### src/rtl/mrd_pkg.sv
package mrd_pkg;
  localparam int unsigned WORD_W = 8;

  typedef struct packed {
    logic       id_read;
    logic       ras_long;
    logic [2:0] cas_code;
    logic       interleave;
    logic [1:0] blen_code;
  } mode_word_t;

  // 4-beat, sequential, read latency 5, row-to-column 2, array read
  localparam logic [WORD_W-1:0] MODE_DEFAULT = 8'h2A;

  typedef enum logic [1:0] {
    CMD_NONE  = 2'd0,
    CMD_OTHER = 2'd1,
    CMD_MODE  = 2'd2
  } cmd_e;
endpackage

### src/rtl/mrd_cmd_decode.sv
module mrd_cmd_decode
  import mrd_pkg::*;
(
  input  logic clk_i,
  input  logic rst_ni,
  input  logic cke_i,
  input  logic cs_ni,
  input  logic ras_ni,
  input  logic cas_ni,
  input  logic mr_ni,
  output cmd_e cmd_o
);
  logic cke_q;
  logic qualified;

  always_ff @(posedge clk_i or negedge rst_ni) begin
    if (!rst_ni) cke_q <= 1'b0;
    else         cke_q <= cke_i;
  end

  // clock enable must be high at this edge and the one before
  assign qualified = cke_i & cke_q;

  always_comb begin
    cmd_o = CMD_NONE;
    if (qualified && !cs_ni) begin
      if (!ras_ni && !cas_ni && !mr_ni) cmd_o = CMD_MODE;
      else                              cmd_o = CMD_OTHER;
    end
  end

  AST_PD_NO_CMD: assert property (@(posedge clk_i) disable iff (!rst_ni)
    !cke_i |-> cmd_o == CMD_NONE);
endmodule

### src/rtl/mrd_lockout_timer.sv
module mrd_lockout_timer #(
  parameter int unsigned LOCK_CYCLES = 3
) (
  input  logic clk_i,
  input  logic rst_ni,
  input  logic start_i,
  output logic busy_o,
  output logic done_o
);
  localparam int unsigned CNT_W = $clog2(LOCK_CYCLES + 1);
  localparam logic [CNT_W-1:0] CNT_LOAD = CNT_W'(LOCK_CYCLES);
  localparam logic [CNT_W-1:0] CNT_ONE  = CNT_W'(1);

  logic [CNT_W-1:0] cnt_q;

  always_ff @(posedge clk_i or negedge rst_ni) begin
    if (!rst_ni)           cnt_q <= '0;
    else if (start_i)      cnt_q <= CNT_LOAD;
    else if (cnt_q != '0)  cnt_q <= cnt_q - CNT_ONE;
  end

  assign busy_o = (cnt_q != '0);
  // last busy cycle: the next edge ends the window
  assign done_o = (cnt_q == CNT_ONE);

  AST_NO_RESTART: assert property (@(posedge clk_i) disable iff (!rst_ni)
    start_i |-> !busy_o);
  AST_BUSY_AFTER_START: assert property (@(posedge clk_i) disable iff (!rst_ni)
    start_i |=> busy_o);
  AST_WINDOW_END: assert property (@(posedge clk_i) disable iff (!rst_ni)
    done_o |=> !busy_o);
endmodule

### src/rtl/mrd_mode_store.sv
module mrd_mode_store
  import mrd_pkg::*;
(
  input  logic              clk_i,
  input  logic              rst_ni,
  input  logic              load_i,
  input  logic [WORD_W-1:0] word_i,
  input  logic              apply_i,
  output mode_word_t        cfg_o
);
  mode_word_t pend_q;
  mode_word_t act_q;

  always_ff @(posedge clk_i or negedge rst_ni) begin
    if (!rst_ni)     pend_q <= mode_word_t'(MODE_DEFAULT);
    else if (load_i) pend_q <= mode_word_t'(word_i);
  end

  always_ff @(posedge clk_i or negedge rst_ni) begin
    if (!rst_ni)      act_q <= mode_word_t'(MODE_DEFAULT);
    else if (apply_i) act_q <= pend_q;
  end

  assign cfg_o = act_q;

  AST_CFG_HOLD: assert property (@(posedge clk_i) disable iff (!rst_ni)
    !apply_i |=> $stable(act_q));
  AST_NO_LOAD_APPLY: assert property (@(posedge clk_i) disable iff (!rst_ni)
    !(load_i && apply_i));
endmodule

### src/rtl/mode_reg_ctrl.sv
module mode_reg_ctrl
  import mrd_pkg::*;
#(
  parameter int unsigned LOCK_CYCLES = 3
) (
  input  logic       clk_i,
  input  logic       rst_ni,
  input  logic       cke_i,
  input  logic       cs_ni,
  input  logic       ras_ni,
  input  logic       cas_ni,
  input  logic       mr_ni,
  input  logic [7:0] addr_i,
  input  logic       op_active_i,
  output logic       busy_o,
  output logic       err_o,
  output logic [1:0] burst_len_code_o,
  output logic       burst_interleave_o,
  output logic [2:0] cas_lat_code_o,
  output logic       ras_lat_long_o,
  output logic       id_read_o
);
  cmd_e       cmd;
  logic       busy, done;
  logic       wr_accept;
  logic       err_set;
  logic       err_q;
  mode_word_t cfg;

  mrd_cmd_decode u_cmd (
    .clk_i  (clk_i),
    .rst_ni (rst_ni),
    .cke_i  (cke_i),
    .cs_ni  (cs_ni),
    .ras_ni (ras_ni),
    .cas_ni (cas_ni),
    .mr_ni  (mr_ni),
    .cmd_o  (cmd)
  );

  assign wr_accept = (cmd == CMD_MODE) && !busy && !op_active_i;
  assign err_set   = ((cmd != CMD_NONE) && busy) ||
                     ((cmd == CMD_MODE) && !busy && op_active_i);

  mrd_lockout_timer #(.LOCK_CYCLES(LOCK_CYCLES)) u_timer (
    .clk_i   (clk_i),
    .rst_ni  (rst_ni),
    .start_i (wr_accept),
    .busy_o  (busy),
    .done_o  (done)
  );

  mrd_mode_store u_store (
    .clk_i   (clk_i),
    .rst_ni  (rst_ni),
    .load_i  (wr_accept),
    .word_i  (addr_i),
    .apply_i (done),
    .cfg_o   (cfg)
  );

  always_ff @(posedge clk_i or negedge rst_ni) begin
    if (!rst_ni)      err_q <= 1'b0;
    else if (err_set) err_q <= 1'b1;
  end

  assign busy_o             = busy;
  assign err_o              = err_q;
  assign burst_len_code_o   = cfg.blen_code;
  assign burst_interleave_o = cfg.interleave;
  assign cas_lat_code_o     = cfg.cas_code;
  assign ras_lat_long_o     = cfg.ras_long;
  assign id_read_o          = cfg.id_read;

  AST_ERR_STICKY: assert property (@(posedge clk_i) disable iff (!rst_ni)
    err_o |=> err_o);
  AST_BUSY_BLOCKS_WRITE: assert property (@(posedge clk_i) disable iff (!rst_ni)
    busy_o |-> !wr_accept);
  AST_ACTIVE_BLOCKS_WRITE: assert property (@(posedge clk_i) disable iff (!rst_ni)
    op_active_i |-> !wr_accept);
  AST_BUSY_CMD_ERR: assert property (@(posedge clk_i) disable iff (!rst_ni)
    (busy_o && cke_i && !cs_ni && cmd != CMD_NONE) |=> err_o);
  AST_CFG_STABLE_BUSY: assert property (@(posedge clk_i) disable iff (!rst_ni)
    (busy_o && !done) |=> $stable(cfg));
endmodule

### config.mk
export PLATFORM = sky130hd
export DESIGN_NAME = mode_reg_ctrl
export DESIGN_NICKNAME = d
export VERILOG_FILES = /design/src/rtl/mrd_pkg.sv /design/src/rtl/mrd_cmd_decode.sv /design/src/rtl/mrd_lockout_timer.sv /design/src/rtl/mrd_mode_store.sv /design/src/rtl/mode_reg_ctrl.sv
export SDC_FILE = /design/constraint.sdc
export NUM_CORES = 1
export LEC_CHECK = 0
export ABC_AREA = 1
export ABC_CLOCK_PERIOD_IN_PS = 2500
export BUFFER_PORTS_ARGS = -buffer_cell sky130_fd_sc_hd__buf_2
export CELL_PAD_IN_SITES_DETAIL_PLACEMENT = 1
export CELL_PAD_IN_SITES_GLOBAL_PLACEMENT = 1
export CORE_UTILIZATION = 40
export CTS_CLUSTER_SIZE = 20
export DETAILED_ROUTE_END_ITERATION = 7
export PLACE_DENSITY_LB_ADDON = 0.1
export SLEW_MARGIN = 20
export SYNTH_ARGS = -nofsm -noshare
export SYNTH_HDL_FRONTEND = slang
export SYNTH_SLANG_ARGS = --single-unit
### constraint.sdc
create_clock -name clk_i -period 2.5 [get_ports clk_i]
set_input_delay 0.5 -clock clk_i [delete_from_list [all_inputs] [get_ports clk_i]]
set_output_delay 0.5 -clock clk_i [all_outputs]
set_load 0.05 [all_outputs]
==> out/metrics.yaml, run 1 <==
run_status:
  status: "finished, final reports clean"
grt:
  grt_pass1_wl_mm: 2.87
  grt_pass1_vias: 626
  use_met1_pct: 22.0
  grt_overflow: 0
  grt_max_degree: 21
  antenna_found_initial: 0
  busiest_layer: "met2"
  met3_usage_pct: 5.92
  grt_use_met2_pct: 25.0
  grt_usage_pct: 16.2
final_layout:
  postLayoutCoreUtil_pct: 53.5
  regArea_sq_um: 508
  num_antenna_cells: 0
  fin_nets: 126
  area_delta_synth_final_pct: 22.3
  multi_input_area_sq_um: 325
  fillers: 243
  drive_above_1_share_pct: 43.9
  fin_cells: 134
pwr:
  switching_share_pct: 40.1
  share_comb_of_total_power_pct: 40.9
  p_sw_uw: 494
  peakVddDrop_uv: 716
  power_leakage_uw: 0.000607
  internal_power_uw: 739
  power_frac_seq_pct: 37.8
  power_frac_clock_pct: 21.3
  powerDensity_nw_per_um2: 1150
drt:
  viasPerCell: 4.62
  dr_total_vias: 619
  first_iter_violations: 3
  drc: 0
  drt_first_pass_iters: 2
  routed_wl_mm: 1.66
  antenna_left: 0
  routedWlPerCell_um: 12.4
synthesis:
  synthTopCellsByArea: "dfrtp_1 (40%), dfstp_2 (18%), mux2_2 (10%)"
  syn-num-nets: 98
  synth_edf_count: 0
  synthTopCellsByCount: "nand2_1 (24), dfrtp_1 (14), nand3_1 (11)"
  synth_top_area_share_pct: 40.0
  synth_cell_types: 15
  postSynthCellCount: 80
  yosys_register_bits: 20
  netlist_area_sq_um: 876
  seq_area_frac_synth_pct: 58.0
  synthArstFlopShare_pct: 100
  avgSynthCellArea_sq_um: 10.9
  yosys_most_used_dff: "dfrtp_1"
  yosysMostFrequentCell: "nand2_1"
  ys.warnings.count: 0
  synth_top_cell_by_area: "dfrtp_1"
clock_network:
  cts_buffers: 3
  cts.sinks: 20
  cts_hold_buf: 0
  h-tree-depth: 1
  cts_root_buffer: "clkbuf_4"
  cts_tree: "done"
  cts_resized: 0
  postCtsSetupRepairBufs: 0
  clockBufferDepth: 2
  path_clk_slew_ns: 0.12
  insertion_delay_ns: 0.30
job:
  cap_violations: 0
timing:
  rsz0062_at_grt: "no"
  period_minus_slack_ns: 1.91
  max_clock_freq_ghz: 0.525
  hold_viol_final: 0
  min_period_over_period_pct: 76.2
  setup_viol_count_final: 0
  final.setup_skew_ns: 0.00487
  tightest_slew_ns: 0.438
  finalMaxSlewViolations: 0
  tns_ns: 0
  relSlewSlack_pct: 70.8
placed_design:
  dpl.cell_count: 130
  io_buffers: 25
  dp_hpwl_mm: 1.30
  place.gp.congestion: 0.692
worst_setup_path:
  rr_startpoint: "u_timer.cnt_q[0]$_DFFE_PN0P_"
  start_kind: "register"
  startpoint: "u_timer.cnt_q[0]$_DFFE_PN0P_"
  reg2reg_slack_ns: 1.03
  critical_path_class: "register to primary output"
  cp-end-kind: "primary output"
  rr_worst_depth: 7
  cp_max_fo: 5
  crit_arrival_ns: 1.41
  crit_required_ns: 2.00
  endpoint: "busy_o"
  rr_endpoint: "u_timer.cnt_q[1]$_DFFE_PN0P_"
die:
  io_pins: 26
  rows: 16
  start_util_pct: 43.8
  die_x_um: 48.8
  die_area_sq_um: 2380
  die_y_um: 48.8
  coreArea_sq_um: 2000
min_path:
  holdCritPathClass: "input port to asynchronous set/reset pin"
==> power by group through the flow <==
| stage | combinational, uW | sequential, uW | clock, uW |
|---|---|---|---|
| after CTS | 515 | 468 | 270 |
| after global placement | 508 | 469 | 0 |
| after floorplan | 229 | 635 | 0 |
| after global routing | 545 | 478 | 281 |
| final | 504 | 466 | 263 |
| after detailed placement | 514 | 474 | 0 |
==> per-stage QoR <==
| step | power [uW] | setup slack (ns) | cell area, sq um | hold slack [ns] |
|---|---|---|---|---|
| after floorplan | 865 | 1.01 | 876 | 0.204 |
| after global placement | 977 | 0.958 | 1020 | 0.451 |
| after detailed placement | 988 | 0.926 | 1020 | 0.454 |
| after CTS | 1250 | 0.577 | 1070 | 0.132 |
| after global routing | 1300 | 0.513 | 1070 | 0.134 |
| final | 1230 | 0.595 | 1070 | 0.122 |
==> metal layers <==
metal  routed length (um)  share of wire [%]
met5                    0                  0
met1                  802                 48
met4                    0                  0
met2                  779                 47
met3                   74                4.5
==> worst min-delay path by stage <==
stage / endpoint / slack, ns / depth (start not counted)
detailed placement: u_store.pend_q[3]$_DFFE_PN1P_ / 0.45 / 2
finish: u_timer.cnt_q[0]$_DFFE_PN0P_ / 0.12 / 1
CTS: u_store.cfg_o[4]$_DFFE_PN0P_ / 0.13 / 1
global route: err_o$_DFFE_PN0P_ / 0.13 / 1
global placement: err_o$_DFFE_PN0P_ / 0.45 / 1
floorplan: err_o$_DFFE_PN0P_ / 0.20 / 0
==> kinds of logic after synthesis <==
family | after synthesis | synth area share [%]
fa+ha+maj | 2 | 2.86
flops | 20 | 58.0
mux | 8 | 10.3
simple gates | 41 | 24.0
buf+inv | 9 | 4.86
==> critical path: stages (launching register included) <==
cell,delay [ns]
dfrtp_1,0.39
inv_1,0.07
ha_1,0.27
inv_1,0.11
buf_2,0.26
==> registers in the layout, indices dropped and copies added, names as in the netlist <==
signal          count
err_o               1
u_cmd.cke_q         1
u_store.cfg_o       8
u_store.pend_q      8
u_timer.cnt_q       2
==> area by class of cell <==
type	instances	share of cell area, %
Timing Repair Buffer	25	11.7
Multi-Input combinational cell	51	30.4
Clock inverter	1	2.80
Clock buffer	3	2.10
Tap cell	27	3.15
Inverter	7	2.45
Sequential cell	20	47.4
==> cell usage in the layout (no fill, tap or decap) <==
cell type / synthesis / final
clkbuf_4: 0 / 3
nand2_1: 24 / 24
nand3b_1: 1 / 1
nor2_8: 1 / 1
bufinv_16: 0 / 1
inv_1: 7 / 7
nand3_1: 11 / 11
nand2_2: 1 / 1
mux2_2: 8 / 8
nor2_1: 1 / 1
buf_2: 1 / 25
dfstp_2: 6 / 6
dfrtp_1: 14 / 14
nor3_4: 1 / 1
ha_1: 2 / 2
nand2_4: 1 / 1
No activity file was read; power rests on OpenSTA's default activity.
==> run 2: changes to the inputs <==
ABC_CLOCK_PERIOD_IN_PS = 1600   (was 2500)
CORE_UTILIZATION = 34   (was 40)
clock period = 1.6 ns   (was 2.5 ns; I/O delays follow)
==> out/metrics.yaml, run 2 (synthesis results as in run 1) <==
timing:
  tightest_slew_ns: 0.444  # +0.00616 ns
  final.setup_skew_ns: 0.00725  # +0.00237 ns
  period_minus_slack_ns: 1.52
  finalMaxSlewViolations: 0  # unchanged
  relSlewSlack_pct: 70.4  # -0.41 points
  max_clock_freq_ghz: 0.659
  worst_slack_ns: 0.0816  # -0.513 ns
  tns_ns: 0  # unchanged
  hold_viol_final: 0  # unchanged
  setup_viol_count_final: 0  # unchanged
  min_period_over_period_pct: 94.9
  rsz0062_at_grt: "no"
clock_network:
  cts_root_buffer: "clkbuf_4"
  cts.sinks: 20  # unchanged
  path_clk_slew_ns: 0.12  # about the same
  cts_tree: "done"
  clockBufferDepth: 2  # unchanged
  cts_buffers: 3  # unchanged
  insertion_delay_ns: 0.31  # about the same
  h-tree-depth: 1  # unchanged
worst_setup_path:
  crit_required_ns: 1.28  # -0.72 ns
  start_kind: "register"
  cp_max_fo: 5  # unchanged
  critical_path_class: "register to primary output"
  crit_arrival_ns: 1.20  # -0.21 ns
  cp-end-kind: "primary output"
final_layout:
  area_delta_synth_final_pct: 27.7
  stdcell_area_sq_um: 1120  # +4.4%
  mostFrequentLayoutCells: "nand2_1 (24), buf_2 (24), dfrtp_1 (14)"
  num_antenna_cells: 0  # unchanged
  fin_nets: 129  # +2.4%
  drive_above_1_share_pct: 47.3  # +3.3 points
pwr:
  internal_power_uw: 1230  # +66%
  p_sw_uw: 821  # +66%
  powerDensity_nw_per_um2: 1830  # +59%
  share_comb_of_total_power_pct: 44.1  # +3.2 points
  switching_share_pct: 40.1  # +0.043 points
  power_frac_seq_pct: 35.4  # -2.4 points
  peakVddDrop_uv: 1160  # +62%
  power_frac_clock_pct: 20.5  # -0.8 points
  power_leakage_uw: 0.000623  # +2.6%
die:
  io_pins: 26  # unchanged
  die_area_sq_um: 2780  # +17%
  start_util_pct: 35.7  # -8.1 points
  die_y_um: 52.8  # +8.1%
  rows: 18  # +2
  die_x_um: 52.8  # +8.1%
  coreArea_sq_um: 2450  # +23%
grt:
  grt_max_degree: 21  # unchanged
  grt_usage_pct: 16.5  # +0.29 points
  antenna_found_initial: 0  # unchanged
  grt_pass1_wl_mm: 3.13  # +9.1%
  grt_overflow: 0  # unchanged
  grt_pass1_vias: 680  # +8.6%
min_path:
  holdCritPathClass: "input port to register"
placed_design:
  place.gp.congestion: 0.661  # -4.5%
  io_buffers: 25  # unchanged
  dpl_cell_area_sq_um: 1030  # +1.1%
  post-place-ws_ns: 0.136  # -0.790 ns
  dp_hpwl_mm: 1.31  # +0.51%
drt:
  routed_wl_mm: 1.81  # +9.1%
  drt_first_pass_iters: 1  # -1
  first_iter_violations: 0  # -3
  viasPerCell: 4.58  # -0.88%
  routedWlPerCell_um: 12.9  # +4.4%
  antenna_left: 0  # unchanged
  dr_total_vias: 641  # +3.6%
  drc: 0  # unchanged
run_status:
  status: "finished, final reports clean"
job:
  cap_violations: 0  # unchanged
## run 2: cell types whose count changed in the layout (fill, tap and decap cells not counted), sizes merged
| cell | delta |
|---|---|
| dlygate4sd3 | +1 |
| buf | +2 |
## run 2: per-stage QoR
stage	std cells	hold WS, ns	utilization [%]	total power [uW]
final	140	0.135	45.6	2050
after floorplan	80	0.0244	-	1350
after detailed placement	134	0.296	41.9	1560
after global routing	140	0.108	45.6	2190
after global placement	134	0.302	41.9	1530
after CTS	140	0.120	45.4	2050
## run 2: timing repair
action / in CTS / in global routing
gates resized for setup: 3 / 3
hold buffers: 1 / 0
endpoints found under the setup margin: 1 / 1
setup buffers: 1 / 0
hold endpoints to repair: 14 / 0
## run 2: final timing paths
kind | to | slack (ns) | cells past startpoint | from
worst max-delay path | busy_o | 0.08 | 4 | u_timer.cnt_q[0]$_DFFE_PN0P_
worst min-delay path | u_cmd.cke_q$_DFF_PN0_ | 0.13 | 1 | cke_i
worst max register to register | u_timer.cnt_q[1]$_DFFE_PN0P_ | 0.23 | 7 | u_timer.cnt_q[0]$_DFFE_PN0P_
worst min register to register | u_store.pend_q[1]$_DFFE_PN1P_ | 0.48 | 2 | u_store.pend_q[1]$_DFFE_PN1P_
max in group asynchronous | u_store.pend_q[3]$_DFFE_PN1P_ | 0.78 | 2 | rst_ni
min in group asynchronous | u_store.cfg_o[6]$_DFFE_PN0P_ | 0.47 | 2 | rst_ni
## run 2: worst max-delay path, stage by stage (launching register included)
cell	delay (ns)
dfrtp_1	0.39
inv_1	0.12
ha_4	0.18
inv_2	0.06
buf_6	0.15
## run 2: metal layers
layer | share of wire (%) | track usage, % | vias up
met1 | 45 | 20.8 | 308
met5 | 0 | 0 | -
met2 | 50 | 25.5 | 13
li1 | - | - | 318
met3 | 4.3 | 6.38 | 2
met4 | 1.1 | 5.26 | 0
## run 2: final cells by class
cell class / count / area, sq um
Fill cell: 288 / 1340
Sequential cell: 20 / 508
Clock inverter: 1 / 30.0
Tap cell: 30 / 37.5
Multi-Input combinational cell: 51 / 338
Timing Repair Buffer: 28 / 156
Inverter: 7 / 26.3
Clock buffer: 3 / 22.5
## run 2: power groups by stage
stage,clock network (uW),registers (uW),logic (uW)
floorplan,0,993,358
global placement,0,732,798
detailed placement,0,738,821
CTS,435,723,887
global route,464,743,980
finish,419,724,903
